File: src/rtl/tel_pkg.sv
package tel_pkg;

   typedef enum logic [1:0] {
      ST_IDLE   = 2'd0,
      ST_FETCH  = 2'd1,
      ST_STORE  = 2'd2,
      ST_FINISH = 2'd3
   } tel_state_e;

   localparam int DESC_BYTES_LOG2 = 3;
   localparam int DESC_VALID_BIT  = 63;
   localparam int DESC_ADDR_TOP   = 51;
   localparam int WORD_BYTES      = 8;

   // Page shift for a page-size code; codes 2 and 3 share the largest page.
   function automatic int page_shift(input logic [1:0] code);
      case (code)
         2'd0:    return 12;
         2'd1:    return 14;
         default: return 16;
      endcase
   endfunction

endpackage

File: src/rtl/tel_l1_index.sv
module tel_l1_index #(
   parameter int AW  = 52,
   parameter int IDW = 20
) (
   input  logic [AW-1:0]  base,
   input  logic [IDW-1:0] id,
   input  logic [1:0]     code,
   input  logic [2:0]     esz_log2,
   output logic [AW-1:0]  flat_addr,
   output logic [AW-1:0]  desc_addr
);
   localparam int NCODES = 4;

   logic [AW-1:0] cand [NCODES];

   // One descriptor-address candidate per page-size code, each a fixed shift.
   genvar c;
   generate
      for (c = 0; c < NCODES; c++) begin : g_code
         localparam int PS    = tel_pkg::page_shift(2'(c));
         localparam int IXSH  = PS - tel_pkg::DESC_BYTES_LOG2;
         logic [IDW-1:0] l1_idx;
         assign l1_idx  = id >> IXSH;
         assign cand[c] = base + (AW'(l1_idx) << tel_pkg::DESC_BYTES_LOG2);
      end
   endgenerate

   assign desc_addr = cand[code];
   assign flat_addr = base + (AW'(id) << esz_log2);

endmodule

File: src/rtl/tel_l2_slot.sv
module tel_l2_slot #(
   parameter int AW  = 52,
   parameter int IDW = 20
) (
   input  logic [63:0]    desc,
   input  logic [IDW-1:0] id,
   input  logic [1:0]     code,
   input  logic [2:0]     esz_log2,
   output logic           desc_valid,
   output logic [AW-1:0]  entry_addr
);
   logic [4:0]    ps;
   logic [4:0]    slot_sh;
   logic [AW-1:0] page_mask;
   logic [AW-1:0] slot_mask;
   logic [AW-1:0] page_base;
   logic [AW-1:0] slot_off;
   logic          unused_desc_bits;

   assign ps        = 5'(tel_pkg::page_shift(code));
   assign slot_sh   = ps - {2'b00, esz_log2};
   assign page_mask = (AW'(1) << ps) - AW'(1);
   assign slot_mask = (AW'(1) << slot_sh) - AW'(1);

   // Level-2 base is the descriptor address field itself, page offset cleared.
   assign page_base  = desc[AW-1:0] & ~page_mask;
   assign slot_off   = (AW'(id) & slot_mask) << esz_log2;
   assign entry_addr = page_base + slot_off;
   assign desc_valid = desc[tel_pkg::DESC_VALID_BIT];

   assign unused_desc_bits = ^desc[tel_pkg::DESC_VALID_BIT-1:AW];

endmodule

File: src/rtl/tel_ctrl.sv
module tel_ctrl
   import tel_pkg::*;
(
   input  logic       clk,
   input  logic       rst_n,
   input  logic       start,
   input  logic       indirect,
   input  logic       rd_ack,
   input  logic       rd_err,
   input  logic       desc_valid,
   input  logic       wr_ack,
   input  logic       wr_err,
   output tel_state_e state,
   output logic       accept,
   output logic       l2_load,
   output logic       skip_q,
   output logic       err_q
);
   tel_state_e nxt;

   assign accept  = (state == ST_IDLE) && start;
   assign l2_load = (state == ST_FETCH) && rd_ack && !rd_err && desc_valid;

   always_comb begin
      nxt = state;
      case (state)
         ST_IDLE:   if (start) nxt = indirect ? ST_FETCH : ST_STORE;
         ST_FETCH:  if (rd_ack) nxt = (rd_err || !desc_valid) ? ST_FINISH : ST_STORE;
         ST_STORE:  if (wr_ack) nxt = ST_FINISH;
         ST_FINISH: nxt = ST_IDLE;
         default:   nxt = ST_IDLE;
      endcase
   end

   always_ff @(posedge clk or negedge rst_n) begin
      if (!rst_n) begin
         state  <= ST_IDLE;
         skip_q <= 1'b0;
         err_q  <= 1'b0;
      end else begin
         state <= nxt;
         if (accept) begin
            skip_q <= 1'b0;
            err_q  <= 1'b0;
         end else if (state == ST_FETCH && rd_ack) begin
            err_q  <= rd_err;
            skip_q <= !rd_err && !desc_valid;
         end else if (state == ST_STORE && wr_ack) begin
            err_q  <= wr_err;
         end
      end
   end

endmodule

File: src/rtl/tbl_entry_locator.sv
module tbl_entry_locator
   import tel_pkg::*;
#(
   parameter int AW  = 52,
   parameter int IDW = 20
) (
   input  logic           clk,
   input  logic           rst_n,
   input  logic           start,
   input  logic [IDW-1:0] tbl_id,
   input  logic [AW-1:0]  cfg_base,
   input  logic           cfg_indirect,
   input  logic [1:0]     cfg_page_code,
   input  logic [2:0]     cfg_esz_log2,
   input  logic [63:0]    entry_word,
   output logic           rd_req,
   output logic [AW-1:0]  rd_addr,
   input  logic           rd_ack,
   input  logic [63:0]    rd_data,
   input  logic           rd_err,
   output logic           wr_req,
   output logic [AW-1:0]  wr_addr,
   output logic [63:0]    wr_data,
   input  logic           wr_ack,
   input  logic           wr_err,
   output logic           busy,
   output logic           done,
   output logic           skipped,
   output logic           err
);
   generate
      if (AW < 17 || AW > DESC_ADDR_TOP + 1) begin : g_bad_aw
         $error("tbl_entry_locator: AW must be 17..52");
      end
      if (IDW < 1 || IDW + 6 > AW) begin : g_bad_idw
         $error("tbl_entry_locator: IDW must be 1..AW-6");
      end
   endgenerate

   tel_state_e     state;
   logic           accept;
   logic           l2_load;
   logic           skip_q;
   logic           err_q;
   logic           desc_valid;

   logic [IDW-1:0] id_q;
   logic [AW-1:0]  base_q;
   logic           ind_q;
   logic [1:0]     code_q;
   logic [2:0]     esz_q;
   logic [63:0]    entry_q;
   logic [AW-1:0]  l2_addr_q;

   logic [AW-1:0]  flat_addr;
   logic [AW-1:0]  desc_addr;
   logic [AW-1:0]  l2_addr;

   tel_ctrl u_ctrl (
      .clk        (clk),
      .rst_n      (rst_n),
      .start      (start),
      .indirect   (cfg_indirect),
      .rd_ack     (rd_ack),
      .rd_err     (rd_err),
      .desc_valid (desc_valid),
      .wr_ack     (wr_ack),
      .wr_err     (wr_err),
      .state      (state),
      .accept     (accept),
      .l2_load    (l2_load),
      .skip_q     (skip_q),
      .err_q      (err_q)
   );

   tel_l1_index #(.AW(AW), .IDW(IDW)) u_l1 (
      .base      (base_q),
      .id        (id_q),
      .code      (code_q),
      .esz_log2  (esz_q),
      .flat_addr (flat_addr),
      .desc_addr (desc_addr)
   );

   tel_l2_slot #(.AW(AW), .IDW(IDW)) u_l2 (
      .desc       (rd_data),
      .id         (id_q),
      .code       (code_q),
      .esz_log2   (esz_q),
      .desc_valid (desc_valid),
      .entry_addr (l2_addr)
   );

   always_ff @(posedge clk or negedge rst_n) begin
      if (!rst_n) begin
         id_q      <= '0;
         base_q    <= '0;
         ind_q     <= 1'b0;
         code_q    <= '0;
         esz_q     <= 3'd3;
         entry_q   <= '0;
         l2_addr_q <= '0;
      end else begin
         if (accept) begin
            id_q    <= tbl_id;
            base_q  <= cfg_base;
            ind_q   <= cfg_indirect;
            code_q  <= cfg_page_code;
            esz_q   <= cfg_esz_log2;
            entry_q <= entry_word;
         end
         if (l2_load) l2_addr_q <= l2_addr;
      end
   end

   // Little-endian lane placement: lane k holds entry byte k.
   genvar k;
   generate
      for (k = 0; k < WORD_BYTES; k++) begin : g_lane
         assign wr_data[8*k +: 8] = entry_q[8*k +: 8];
      end
   endgenerate

   assign rd_req  = (state == ST_FETCH);
   assign rd_addr = desc_addr;
   assign wr_req  = (state == ST_STORE);
   assign wr_addr = ind_q ? l2_addr_q : flat_addr;
   assign busy    = (state != ST_IDLE);
   assign done    = (state == ST_FINISH);
   assign skipped = done && skip_q;
   assign err     = done && err_q;

endmodule

File: config.mk
export PLATFORM = sky130hd
export DESIGN_NAME = tbl_entry_locator
export DESIGN_NICKNAME = d
export VERILOG_FILES = /design/src/rtl/tel_pkg.sv /design/src/rtl/tel_l1_index.sv /design/src/rtl/tel_l2_slot.sv /design/src/rtl/tel_ctrl.sv /design/src/rtl/tbl_entry_locator.sv
export SDC_FILE = /design/constraint.sdc
export NUM_CORES = 1
export LEC_CHECK = 0
export ABC_AREA = 1
export BUFFER_PORTS_ARGS = -buffer_cell sky130_fd_sc_hd__buf_4
export CAP_MARGIN = 5
export CORE_ASPECT_RATIO = 2
export CORE_MARGIN = 3
export CORE_UTILIZATION = 45
export DETAILED_ROUTE_END_ITERATION = 7
export GPL_TIMING_DRIVEN = 0
export PLACE_DENSITY_LB_ADDON = 0.15
export SETUP_SLACK_MARGIN = 0.2
export SYNTH_ARGS = -nofsm -noshare
export SYNTH_HDL_FRONTEND = slang
export SYNTH_SLANG_ARGS = --single-unit
File: constraint.sdc
create_clock -name clk -period 6.1 [get_ports clk]
set_clock_uncertainty 0.15 [all_clocks]
set_input_delay 1.22 -clock clk [delete_from_list [all_inputs] [get_ports clk]]
set_output_delay 1.22 -clock clk [all_outputs]
set_load 0.01 [all_outputs]
==> run_results.csv <==
group,metric,value,unit
logic_synthesis,synth_cells,2908,
clock_network,h-tree-depth,4,
timing,rsz0062_at_grt,"no",
floorplan,core_area,0.0397,sq mm
timing,fmax,0.174,GHz
global_routing,antenna_found_initial,3,
logic_synthesis,synth_ff_type,"dfrtp_1",
layout,post-route-util,56.9,%
detailed_routing,detail_route.wl_per_cell,21.5,um
logic_synthesis,netlist_top_cells_area,"dfrtp_1 (27%), nand2_1 (21%), o21ai_0 (6.4%), ha_1 (6.3%), inv_1 (6.1%)",
setup_path,path_cells,"buf_6 -> inv_4 -> buf_6 -> buf_2 -> nand2_1 -> o21ai_4 -> nand2_1 -> o21ai_0 -> nand2_1 -> o21ai_0 -> ha_1 -> a21oi_2 -> inv_1 -> nor2_1 -> nand2_1 -> a21boi_4 -> o21bai_1 -> a21oi_2 -> nand2b_1 -> nand3_1 -> nand2_1 -> buf_4",
logic_synthesis,yosys.cell_types.count,60,
global_routing,gr-total-overflow,0,
timing,period_share,94.0,%
floorplan,ios,387,
place,gp_congestion,1.09,
logic_synthesis,synth-simple-area-share,37.1,%
timing,worst_hold_slack,0.335,ns
power_and_ir_drop,p_per_area,717,mW/mm^2
floorplan,die_w,148,um
setup_path,critPathKind,"flip-flop to primary output",
timing,finalSetupViolations,0,
logic_synthesis,yosysSeqAreaShare,27.3,%
setup_path,crit_fanout,10,
logic_synthesis,synthAdderAreaFrac,6.81,%
floorplan,die_h,290,um
setup_path,cp_num_buf_inv,6,
setup_path,cp.required,4.73,ns
logic_synthesis,async_flop_share,100,%
timing,drv_slew,0,
power_and_ir_drop,vdd_drop_max,0.000385,V
clock_network,root_buffer,"clkbuf_16",
setup_path,end_kind,"primary output",
logic_synthesis,synth_xor_area_share,5.15,%
layout,syn2layout_area_growth,24.1,%
logic_synthesis,synth.top_cells.by_count,"nand2_1 (1,013), inv_1 (294), o21ai_0 (231), nand3_1 (214), nor2_1 (214)",
clock_network,cts.sinks,198,
floorplan,rows,103,
logic_synthesis,yosysTopAreaCellShare,27.0,%
detailed_routing,num_vias,21368,
place,io_buffers,359,
timing,tightest_slew,1.18,ns
setup_path,path_delay_family,"compound AO/OA/AOI/OAI gates",
floorplan,floorplan.initialDensity,45.8,%
detailed_routing,avgViaCountPerCell,5.57,
setup_path,critPathSlowestCell,"dfstp_2",
detailed_routing,dr.pass1.iters,8,
clock_network,clkTransAtPathRegs,0.08,ns
logic_synthesis,synth_top_family_by_area,"simple AND/OR/NAND/NOR gates",
power_and_ir_drop,leakage,11.6,nW
layout,fin_nets,3609,
logic_synthesis,synth_compound_area_share,14.5,%
clock_network,cts_max_path_buffers,2,
layout,drive_above_1_share,17.0,%
detailed_routing,wirelength,82700,um
floorplan,dieArea,0.0430,sq mm
global_routing,grt_pass1_wl,123000,um
clock_network,ctsHoldBuffers,0,
setup_path,critPathMaxStageDelay,0.54,ns
timing,max-slew-margin-rel,21.1,%
detailed_routing,drt_iter0_drc,1371,
timing,period_needed,5.73,ns
layout,final_cell_area,0.0226,sq mm
logic_synthesis,synth_seq_cells,198,
logic_synthesis,yosysMostFrequentCell,"nand2_1",
outcome,outcome,"complete, no violations",
logic_synthesis,synth_edf_count,0,
global_routing,grt_pass1_vias,21735,
global_routing,grt_start_max_net_pins,103,
detailed_routing,remaining_drc_errors,0,
clock_network,cts_buffers,17,
setup_path,cp_common_cell,"nand2_1",
setup_path,arrival,4.36,ns
timing,hold_violations,0,
global_routing,grtUsageTotal,37.6,%
logic_synthesis,yosys_warnings,0,
clock_network,cts_tree,"yes",
logic_synthesis,syn_area,0.0182,sq mm
logic_synthesis,yosysTopAreaCell,"dfrtp_1",
detailed_routing,route.antenna.remaining_nets,0,
setup_path,cp-start-kind,"flip-flop",
clock_network,clk_latency,0.48,ns
place,place_hpwl,68600,um
worst_hold_path,min_path_type,"flip-flop to flip-flop",
place,placed_area,0.0216,sq mm
logic_synthesis,syn_avg_cell_area,6.25,sq um
flow_run,maxCapViolCount,0,
logic_synthesis,synth.mux.area_fraction,0.220,%
==> report_power, final <==
part	internal, mW	leakage, nW	switching (mW)
Combinational	4.41	8.84	8.00
Sequential	1.93	2.46	0.684
Clock	0.547	0.269	0.608
Total	6.89	11.6	9.29
==> tightest hold or removal path, delay by kind of cell, from the launching register on <==
family           cells  cell delay, ns
AND/OR/NAND/NOR      2            0.10
flip-flops           1            0.35
==> placed cells by master, fill, tap and decap left out, drive strengths merged, types with 9 or more instances in the layout <==
cell type	instances
nand2	1027
a21o	10
conb	9
nand4	38
xnor2	28
or2	31
nor2	223
a31oi	20
clkbuf	107
xor2	79
nand3	223
o21a	13
inv	309
nor3	43
dfrtp	196
a21oi	129
o21bai	12
ha	91
o21ai	262
buf	392
==> registers in the layout, summed over array words and instances (netlist names) <==
signal	flops
ind_q	1
base_q	52
u_ctrl.err_q	1
id_q	20
code_q	2
u_ctrl.state	2
l2_addr_q	52
esz_q	3
u_ctrl.skip_q	1
wr_data	64
==> per-stage QoR <==
step / cells / total power, mW / setup WS (ns) / setup TNS, ns
floorplan: 2915 / 9.70 / 1.04 / 0
global placement: 3799 / 14.2 / -1.02 / -24.74
detailed placement: 3801 / 14.3 / -1.07 / -27.39
CTS: 3832 / 15.6 / 0.183 / 0
global route: 3839 / 17.4 / 0.179 / 0
finish: 3839 / 16.2 / 0.367 / 0
==> path summary, 6_finish.rpt <==
kind | startpoint | to | slack [ns] | depth (start not counted)
setup / recovery | esz_q[0] | wr_addr[25] | 0.37 | 22
setup reg to reg | esz_q[1] | l2_addr_q[32] | 0.44 | 28
hold reg to reg | wr_data[62] | wr_data[62] | 0.33 | 2
max in group asynchronous | rst_n | code_q[1] | 4.22 | 2
min in group asynchronous | rst_n | wr_data[63] | 0.54 | 1
hold / removal | wr_data[62] | wr_data[62] | 0.33 | 2
==> cell families after synthesis <==
family,Yosys count
and+or+nand+nor,1604
AOI/OAI and AO/OA,478
buffers and inverters,419
DFF,198
xor gates and xnor gates,107
adders and majority gates,96
muxes,4
other,2
==> metal layers <==
metal  track usage, %  share of wire (%)
met1             35.2                 32
met3             7.40                6.2
met4             32.7                 10
met5                0                  0
met2             68.0                 51
==> what timing repair did <==
| action | CTS | global route |
|---|---|---|
| pin swaps | 0 | 9 |
| endpoints found under the hold margin | 0 | 0 |
| resized for setup | 40 | 91 |
| setup endpoints to repair | 76 | 74 |
| setup buffers | 0 | 5 |
==> area by class of cell <==
class                           instances  area, sq um
Antenna cell                            2         5.00
Buffer                                114          522
Inverter                              305         1150
Clock buffer                           19          443
Timing Repair Buffer                  366         2780
Sequential cell                       198         4960
Tap cell                              525          657
Clock inverter                         12          110
Fill cell                            4164        17100
Multi-Input combinational cell       2298        11900
Note: power is estimated with default switching activity, not from simulation.
